===== src/rtl/kwd_pkg.sv =====
package kwd_pkg;

  localparam int ADDR_W  = 3;
  localparam int RATIO_W = 3;
  localparam int NPOST   = 4;

  // register word addresses
  localparam logic [ADDR_W-1:0] A_REV  = 3'd0;
  localparam logic [ADDR_W-1:0] A_CFG  = 3'd1;
  localparam logic [ADDR_W-1:0] A_STAT = 3'd2;
  localparam logic [ADDR_W-1:0] A_CTRL = 3'd3;
  localparam logic [ADDR_W-1:0] A_CNT  = 3'd4;
  localparam logic [ADDR_W-1:0] A_LOAD = 3'd5;
  localparam logic [ADDR_W-1:0] A_TRIG = 3'd6;
  localparam logic [ADDR_W-1:0] A_KEY  = 3'd7;

  // posted register slots
  localparam int P_CTRL = 0;
  localparam int P_LOAD = 1;
  localparam int P_TRIG = 2;
  localparam int P_KEY  = 3;

  localparam logic [15:0] KEY_RUN_A  = 16'hBBBB;
  localparam logic [15:0] KEY_RUN_B  = 16'h4444;
  localparam logic [15:0] KEY_HALT_A = 16'hAAAA;
  localparam logic [15:0] KEY_HALT_B = 16'h5555;

  typedef enum logic [1:0] {ARM_NONE, ARM_RUN, ARM_HALT} keyArm_t;

  typedef struct packed {
    logic               reload;
    logic               run;
    logic               psEn;
    logic [RATIO_W-1:0] psRatio;
  } dpCtl_t;

  function automatic logic [ADDR_W-1:0] postAddr(input int slot);
    case (slot)
      P_CTRL:  return A_CTRL;
      P_LOAD:  return A_LOAD;
      P_TRIG:  return A_TRIG;
      default: return A_KEY;
    endcase
  endfunction

endpackage


===== src/rtl/kwd_ctrl.sv =====
module kwd_ctrl
  import kwd_pkg::*;
#(
  parameter int DATA_W   = 32,
  parameter int CNT_W    = 32,
  parameter int PEND_CYC = 2,
  parameter logic [7:0] REV_CODE = 8'h31
) (
  input  logic              clk,
  input  logic              rstN,
  input  logic [ADDR_W-1:0] busAddr,
  input  logic [DATA_W-1:0] busWrData,
  input  logic              busWr,
  input  logic              busRd,
  input  logic [CNT_W-1:0]  cntVal,
  output logic [DATA_W-1:0] busRdData,
  output logic [CNT_W-1:0]  loadVal,
  output dpCtl_t            dpCtl
);

  localparam int PC_W = $clog2(PEND_CYC + 1);

  logic [NPOST-1:0]  hit, commit, pendBit;
  logic [DATA_W-1:0] shadow [NPOST];
  logic [PC_W-1:0]   pendCnt [NPOST];

  logic               runQ, psEnQ, cfgIdle;
  logic [RATIO_W-1:0] ratioQ;
  logic [DATA_W-1:0]  lastTrig, lastKey;
  keyArm_t            keyArm;
  logic [15:0]        keyWord;

  // one posted-write tracker per posted register
  for (genvar g = 0; g < NPOST; g++) begin : gPost
    assign hit[g]     = busWr && (busAddr == postAddr(g));
    assign pendBit[g] = (pendCnt[g] != '0);
    assign commit[g]  = (pendCnt[g] == PC_W'(1)) && !hit[g];

    always_ff @(posedge clk or negedge rstN) begin
      if (!rstN) begin
        pendCnt[g] <= '0;
        shadow[g]  <= '0;
      end else if (hit[g]) begin
        pendCnt[g] <= PC_W'(PEND_CYC);
        shadow[g]  <= busWrData;
      end else if (pendBit[g]) begin
        pendCnt[g] <= pendCnt[g] - PC_W'(1);
      end
    end
  end

  assign keyWord = shadow[P_KEY][15:0];

  always_ff @(posedge clk or negedge rstN) begin
    if (!rstN) begin
      runQ     <= 1'b0;
      psEnQ    <= 1'b0;
      ratioQ   <= '0;
      loadVal  <= '0;
      lastTrig <= '0;
      lastKey  <= '0;
      keyArm   <= ARM_NONE;
      cfgIdle  <= 1'b0;
    end else begin
      if (busWr && busAddr == A_CFG) cfgIdle <= busWrData[0];
      if (commit[P_CTRL]) begin
        psEnQ  <= shadow[P_CTRL][5];
        ratioQ <= shadow[P_CTRL][4:2];
      end
      if (commit[P_LOAD]) loadVal  <= shadow[P_LOAD][CNT_W-1:0];
      if (commit[P_TRIG]) lastTrig <= shadow[P_TRIG];
      if (commit[P_KEY]) begin
        lastKey <= shadow[P_KEY];
        if (shadow[P_KEY] == DATA_W'(KEY_RUN_A))
          keyArm <= ARM_RUN;
        else if (shadow[P_KEY] == DATA_W'(KEY_HALT_A))
          keyArm <= ARM_HALT;
        else begin
          keyArm <= ARM_NONE;
          if (keyArm == ARM_RUN && keyWord == KEY_RUN_B && shadow[P_KEY] == DATA_W'(keyWord))
            runQ <= 1'b1;
          else if (keyArm == ARM_HALT && keyWord == KEY_HALT_B && shadow[P_KEY] == DATA_W'(keyWord))
            runQ <= 1'b0;
        end
      end
    end
  end

  always_comb begin
    dpCtl.reload  = commit[P_TRIG] && (shadow[P_TRIG] != lastTrig);
    dpCtl.run     = runQ;
    dpCtl.psEn    = psEnQ;
    dpCtl.psRatio = ratioQ;
  end

  always_ff @(posedge clk or negedge rstN) begin
    if (!rstN) busRdData <= '0;
    else if (busRd) begin
      case (busAddr)
        A_REV:   busRdData <= DATA_W'(REV_CODE);
        A_CFG:   busRdData <= DATA_W'(cfgIdle);
        A_STAT:  busRdData <= DATA_W'({pendBit[P_KEY], pendBit[P_TRIG], pendBit[P_LOAD], 1'b0, pendBit[P_CTRL]});
        A_CTRL:  busRdData <= DATA_W'({psEnQ, ratioQ, 2'b00});
        A_CNT:   busRdData <= DATA_W'(cntVal);
        A_LOAD:  busRdData <= DATA_W'(loadVal);
        A_TRIG:  busRdData <= lastTrig;
        default: busRdData <= lastKey;
      endcase
    end
  end

endmodule


===== src/rtl/kwd_datapath.sv =====
module kwd_datapath
  import kwd_pkg::*;
#(
  parameter int CNT_W = 32
) (
  input  logic             clk,
  input  logic             rstN,
  input  logic             tickEn,
  input  dpCtl_t           dpCtl,
  input  logic [CNT_W-1:0] loadVal,
  output logic [CNT_W-1:0] cntVal,
  output logic             resetReq
);

  localparam int PS_W = (1 << RATIO_W) - 1;

  logic [PS_W-1:0] psCnt, psLim;
  logic            stepTick, advance, atTop;

  assign psLim    = PS_W'((PS_W+1)'(1) << dpCtl.psRatio) - PS_W'(1);
  assign stepTick = tickEn && dpCtl.run;
  assign advance  = stepTick && (!dpCtl.psEn || psCnt == psLim);
  assign atTop    = (cntVal == {CNT_W{1'b1}});

  always_ff @(posedge clk or negedge rstN) begin
    if (!rstN) begin
      psCnt    <= '0;
      cntVal   <= '0;
      resetReq <= 1'b0;
    end else begin
      resetReq <= 1'b0;
      if (dpCtl.reload) begin
        cntVal <= loadVal;
        psCnt  <= '0;
      end else begin
        if (stepTick && dpCtl.psEn)
          psCnt <= (psCnt == psLim) ? '0 : psCnt + PS_W'(1);
        if (advance) begin
          if (atTop) begin
            cntVal   <= loadVal;
            resetReq <= 1'b1;
          end else begin
            cntVal <= cntVal + CNT_W'(1);
          end
        end
      end
    end
  end

endmodule


===== src/rtl/keyseq_watchdog.sv =====
module keyseq_watchdog
  import kwd_pkg::*;
#(
  parameter int DATA_W   = 32,
  parameter int CNT_W    = 32,
  parameter int PEND_CYC = 2,
  parameter logic [7:0] REV_CODE = 8'h31
) (
  input  logic        clk,
  input  logic        rstN,
  input  logic        tickEn,
  input  logic [2:0]  busAddr,
  input  logic [31:0] busWrData,
  input  logic        busWr,
  input  logic        busRd,
  output logic [31:0] busRdData,
  output logic        resetReq
);

  dpCtl_t           dpCtl;
  logic [CNT_W-1:0] cntVal, loadVal;

  kwd_ctrl #(
    .DATA_W(DATA_W), .CNT_W(CNT_W), .PEND_CYC(PEND_CYC), .REV_CODE(REV_CODE)
  ) u_ctrl (
    .clk(clk), .rstN(rstN), .busAddr(busAddr), .busWrData(busWrData),
    .busWr(busWr), .busRd(busRd), .cntVal(cntVal), .busRdData(busRdData),
    .loadVal(loadVal), .dpCtl(dpCtl)
  );

  kwd_datapath #(.CNT_W(CNT_W)) u_dp (
    .clk(clk), .rstN(rstN), .tickEn(tickEn), .dpCtl(dpCtl),
    .loadVal(loadVal), .cntVal(cntVal), .resetReq(resetReq)
  );

endmodule


===== config.mk =====
export PLATFORM = sky130hd
export DESIGN_NAME = keyseq_watchdog
export DESIGN_NICKNAME = d
export VERILOG_FILES = /design/src/rtl/kwd_pkg.sv /design/src/rtl/kwd_ctrl.sv /design/src/rtl/kwd_datapath.sv /design/src/rtl/keyseq_watchdog.sv
export SDC_FILE = /design/constraint.sdc
export NUM_CORES = 1
export LEC_CHECK = 0
export BUFFER_PORTS_ARGS = -buffer_cell sky130_fd_sc_hd__buf_4
export CORE_MARGIN = 4
export CORE_UTILIZATION = 50
export CTS_CLUSTER_SIZE = 40
export DETAILED_ROUTE_END_ITERATION = 10
export HOLD_SLACK_MARGIN = 0.03
export PLACE_DENSITY = 0.67
export SLEW_MARGIN = 20
export SYNTH_ARGS = -nofsm -noshare
export SYNTH_HDL_FRONTEND = slang
export SYNTH_SLANG_ARGS = --single-unit

===== constraint.sdc =====
create_clock -name clk -period 4.7 [get_ports clk]
set_input_delay 0.705 -clock clk [delete_from_list [all_inputs] [get_ports clk]]
set_output_delay 0.705 -clock clk [all_outputs]
set_load 0.1 [all_outputs]

==> summary by stage <==
Outcome
The run finished with clean final reports.

Die
The number of top-level pins is 73. From bottom edge to top edge, the die measures 170.6 um. Once the floorplan was initialized, standard cells occupied between 50% and 60% of the core.

The number of rows in the core area is 59. In this run the horizontal extent of the chip is between 150 and 200 um. The die area is 29110 um^2.

The area inside the core boundary is 26060 um^2.

Timing
The final max-slew violation count was 0. After routing, the total negative slack on setup checks comes to 0 ns. Setup repair after global routing left no endpoint under its margin.

The maximum clock frequency is around 320 MHz. The final number of hold-violating endpoints is 0. At the pin with the least slew margin, the transition time is 0.9516 ns.

The shortest clock period the worst path allows after layout is 3.110 ns. Measured against its own limit, the worst slew margin works out to 36.40%. The final number of setup-violating endpoints is 0. The part of the cycle the worst path needs is 66.16%. The clock tree skew after final layout is 0.01300 ns.

Synth
Multiplexer cells account for a little under a quarter of the synthesized area. The share of the synthesized area in compound gates (AO/OA/AOI/OAI) is 7.618%. After synthesis, the netlist uses slightly above 60 different library cells. The synthesized netlist devotes approximately 8.9% of its cell area to simple gates. The sequential share of the synthesized area is 53.75%. In this run, synthesis produced a sequential element count of 284. The synthesized netlist cell count is 1059.

The number of nets handed over by synthesis was 1109. The parity-gate share of the synthesized area counting xor and xnor cells is 2.716%. The predominant post-synthesis flop cell is sky130_fd_sc_hd__dfrtp_1. The top-area cell type share of the netlist area is a little over half. The biggest area contributor in the post-synthesis netlist is sky130_fd_sc_hd__dfrtp_1. The count of yosys warnings during synthesis is 0. The dominant combinational cell family by area after synthesis is multiplexers.

The average size of a mapped cell is 12.48 um^2. In this run, synthesis inferred 0 flip-flops with an integrated enable. The adder-cell share of the synthesized area is 0.9463%. The synthesized area is 13220 um^2. Ranked by total cell area, the synthesized netlist is headed by sky130_fd_sc_hd__dfrtp_1, sky130_fd_sc_hd__mux2_2, sky130_fd_sc_hd__mux4_2, sky130_fd_sc_hd__xnor2_1, sky130_fd_sc_hd__nand3_1. The fraction of registers with async set/reset is 100.0%.

Placement
Input and output buffers added on the ports amount to 72. The wire-length estimate of the detail-placed layout is 21180 um. The congestion estimate from routability-driven global placement came to 0.8600.

Setup path
The most critical setup path has its startpoint at u_ctrl.ratioQ[2]$_DFFE_PN0P_. The number of cells on the worst reg-to-reg path is 7. The kind of launch point of the worst setup path is a register. STA classifies the critical path endpoint as a register.

By startpoint and endpoint, the worst setup path is classified as reg -> reg. At the worst endpoint, the arrival time is 3.55 ns. For the worst setup path, the data required time is 5.14 ns. Setup slack on the worst reg-to-reg path comes out at 1.59 ns. The end of the worst register-to-register path is u_dp.cntVal[14]$_DFFE_PN0P_.

Along the worst path, the maximum fanout reaches 33. The worst register-to-register path begins at u_ctrl.ratioQ[2]$_DFFE_PN0P_.

Route
The final route contains 8779 vias. The first detailed-routing pass took 5 iterations. The average routed wire per standard cell is 21.75 um.

The per-cell via count in the routed design is 5.976. The detail route stage leaves a number of antenna-violating nets equal to 0. The overall routed net length is 31950 um. The first routing iteration left approximately 630 violations.

The number of remaining DRC errors is 0.

GRT
The number of antenna violations at the first check in global routing was 0. The number of global-route vias before repair is approximately 9000. The first-pass GRT wire length is 50830 um. Entering global routing, the biggest net connects 120 pins. Across every metal layer, demand over resource in global routing totals 22.22%.

The residual overflow from global routing is 0.

Finish
The synthesis-to-layout area growth is 14.00%. The number of fillers in the final layout is about 2100. The proportion of layout cells with a drive suffix above 1 is 33.77%. At the end of the flow, the number of nets in the layout was between 1000 and 1500. The share of the core filled with cells is between 50% and 60%.

0 antenna diodes ended up in the layout.

Power
Net switching is 35.97% of the power. The power dissipated by switching net loads is roughly 0.0036 W. The areal power density over the cells is 661.7 nW/um^2. Sequential cells burn 41.5% of the power. The clock share of power is 24.6%. Combinational cells account for 33.9% of the total power. Overall power consumption after layout is estimated at 0.009974 W.

The internal portion of the total power is 0.006386 W. The leakage power figure is 6.513 nW. The worst-case IR drop observed on VDD is 0.3677 mV.

CTS
The root buffer cell chosen for the clock tree is sky130_fd_sc_hd__clkbuf_16. The insertion delay of the later-clocked pin in the worst-skew pair is 0.56 ns. The clock transition at the registers of the reported paths is 0.06 ns. The number of clock buffers added by TritonCTS is 30. The deepest level of the CTS H-tree is 1. The number of clock sinks is roughly 280. The post-CTS resize count is 0.

The TritonCTS clock tree is done. Buffers added to address setup during post-CTS repair amount to 0. Hold repair after CTS inserted 0 buffers. The largest buffer count on any clock path is 3.

Run
The max-capacitance violation count is 0.

Hold path
The worst hold path belongs to the class in -> async.
## cells by family after synthesis
family | count (synthesis)
mux | 239
simple gates | 219
xor+xnor | 41
buf+inv | 110
fa+ha+maj | 10
flops | 284
compound gates | 156
## sequential cells by signal, indices dropped and copies added, names as in the netlist
register,flops
u_ctrl.loadVal,32
u_ctrl.keyWord,16
u_ctrl.lastTrig,32
u_dp.psCnt,7
u_ctrl.pendCnt,8
u_dp.resetReq,1
u_ctrl.shadow,84
u_dp.cntVal,32
u_ctrl.ratioQ,3
u_ctrl.cfgIdle,1
u_ctrl.runQ,1
u_ctrl.keyArm,2
u_ctrl.lastKey,32
u_ctrl.psEnQ,1
u_ctrl.busRdData,32
## through the flow
step | cell area, um^2 | std cells | worst slack [ns] | hold WS, ns
finish | 15070 | 1469 | 1.590 | 0.2344
floorplan | 13220 | 1059 | 2.115 | 0.4094
CTS | 15070 | 1469 | 1.655 | 0.2826
global route | 15070 | 1469 | 1.403 | 0.3068
detailed placement | 14030 | 1413 | 1.510 | 0.4553
global placement | 14030 | 1413 | 1.578 | 0.4463
## power groups by stage
stage          Sequential, W  Clock (W)  Combinational [W]
4_1_cts              0.00413    0.00250            0.00341
5_1_grt              0.00426    0.00260            0.00364
6_report             0.00414    0.00245            0.00338
2_1_floorplan        0.00438          0            0.00215
3_3_place_gp         0.00413          0            0.00332
3_5_place_dp         0.00417          0            0.00339
## placed cells by master (no fill, tap or decap), drive strengths merged, types with 3 or more instances in the layout
cell type | synthesis | final
and2 | 5 | 5
dfrtp | 284 | 284
bufinv | 0 | 3
o21ai | 43 | 43
mux4 | 27 | 27
ha | 10 | 10
a41oi | 4 | 4
buf | 27 | 83
a21oi | 47 | 47
mux2 | 207 | 207
nand4b | 3 | 3
clkbuf | 37 | 43
nand2b | 3 | 3
o22a | 12 | 12
nor4b | 3 | 3
xnor2 | 36 | 36
nor4 | 8 | 8
mux2i | 5 | 5
and4 | 3 | 3
o32ai | 9 | 9
xor2 | 5 | 5
o211ai | 3 | 3
or2 | 3 | 3
nor2 | 34 | 34
nand3 | 52 | 52
nand4 | 20 | 20
nand2 | 39 | 39
a211oi | 6 | 6
and3 | 18 | 18
nor3 | 11 | 11
o22ai | 4 | 4
or3 | 5 | 5
a31oi | 15 | 15
clkinv | 0 | 8
inv | 46 | 46
nor2b | 4 | 4
## final cells by class
cell class / count / area (um^2) / share of cell area [%]
clock buffers: 43 / 890.9 / 5.911
clock inverters: 13 / 148.9 / 0.9879
inverters: 46 / 172.7 / 1.146
multi-input cells: 665 / 5678 / 37.67
flip-flops and latches: 284 / 7107 / 47.15
well taps: 335 / 419.2 / 2.781
repair buffers: 83 / 655.6 / 4.350
## critical path: stages, from the launching register on
cell and delay (ns):
sky130_fd_sc_hd__dfrtp_1 0.55, sky130_fd_sc_hd__nand3_1 0.14, sky130_fd_sc_hd__xnor2_1 0.15, sky130_fd_sc_hd__a211oi_1 0.39, sky130_fd_sc_hd__o211ai_4 0.22, sky130_fd_sc_hd__a21oi_4 0.69
sky130_fd_sc_hd__a21oi_4 0.41, sky130_fd_sc_hd__o221a_2 0.40
## Yosys cell counts, types with 5 or more instances
cell type / number
sky130_fd_sc_hd__dfrtp_1: 284
sky130_fd_sc_hd__a211oi_1: 6
sky130_fd_sc_hd__mux4_2: 27
sky130_fd_sc_hd__inv_1: 46
sky130_fd_sc_hd__and2_1: 5
sky130_fd_sc_hd__buf_2: 14
sky130_fd_sc_hd__o22a_1: 12
sky130_fd_sc_hd__and3_1: 18
sky130_fd_sc_hd__xnor2_1: 36
sky130_fd_sc_hd__nand3_1: 52
sky130_fd_sc_hd__mux2i_1: 5
sky130_fd_sc_hd__nand2_1: 39
sky130_fd_sc_hd__nand4_1: 20
sky130_fd_sc_hd__o32ai_1: 9
sky130_fd_sc_hd__clkbuf_1: 37
sky130_fd_sc_hd__ha_1: 10
sky130_fd_sc_hd__nor2_1: 32
sky130_fd_sc_hd__xor2_1: 5
sky130_fd_sc_hd__nor3_1: 9
sky130_fd_sc_hd__mux2_2: 207
sky130_fd_sc_hd__buf_1: 9
sky130_fd_sc_hd__a31oi_1: 15
sky130_fd_sc_hd__nor4_1: 8
sky130_fd_sc_hd__a21oi_1: 45
sky130_fd_sc_hd__o21ai_0: 42
## how the worst max path moves through the flow
| stage | to | slack, ns | cells past startpoint |
|---|---|---|---|
| 3_5_place_dp | u_ctrl.lastKey[25]$_DFFE_PN0P_ | 1.51 | 5 |
| 2_1_floorplan | u_ctrl.cfgIdle$_DFFE_PN0P_ | 2.11 | 6 |
| 4_1_cts | u_dp.cntVal[14]$_DFFE_PN0P_ | 1.66 | 7 |
| 6_report | u_dp.cntVal[14]$_DFFE_PN0P_ | 1.59 | 7 |
| 5_1_grt | u_dp.cntVal[14]$_DFFE_PN0P_ | 1.40 | 7 |
| 3_3_place_gp | u_ctrl.lastKey[24]$_DFFE_PN0P_ | 1.58 | 5 |
## per-layer routing
metal	track usage, %	share of wire (%)	wire length (um)	vias to the layer above
li1	-	-	-	3977
met1	31.46	44	14110	4498
met2	36.21	48	15200	241
met3	2.842	5.2	1658	63
met4	6.875	3.1	978	0
met5	0	0	0	-
(Power assumes the default switching activity.)
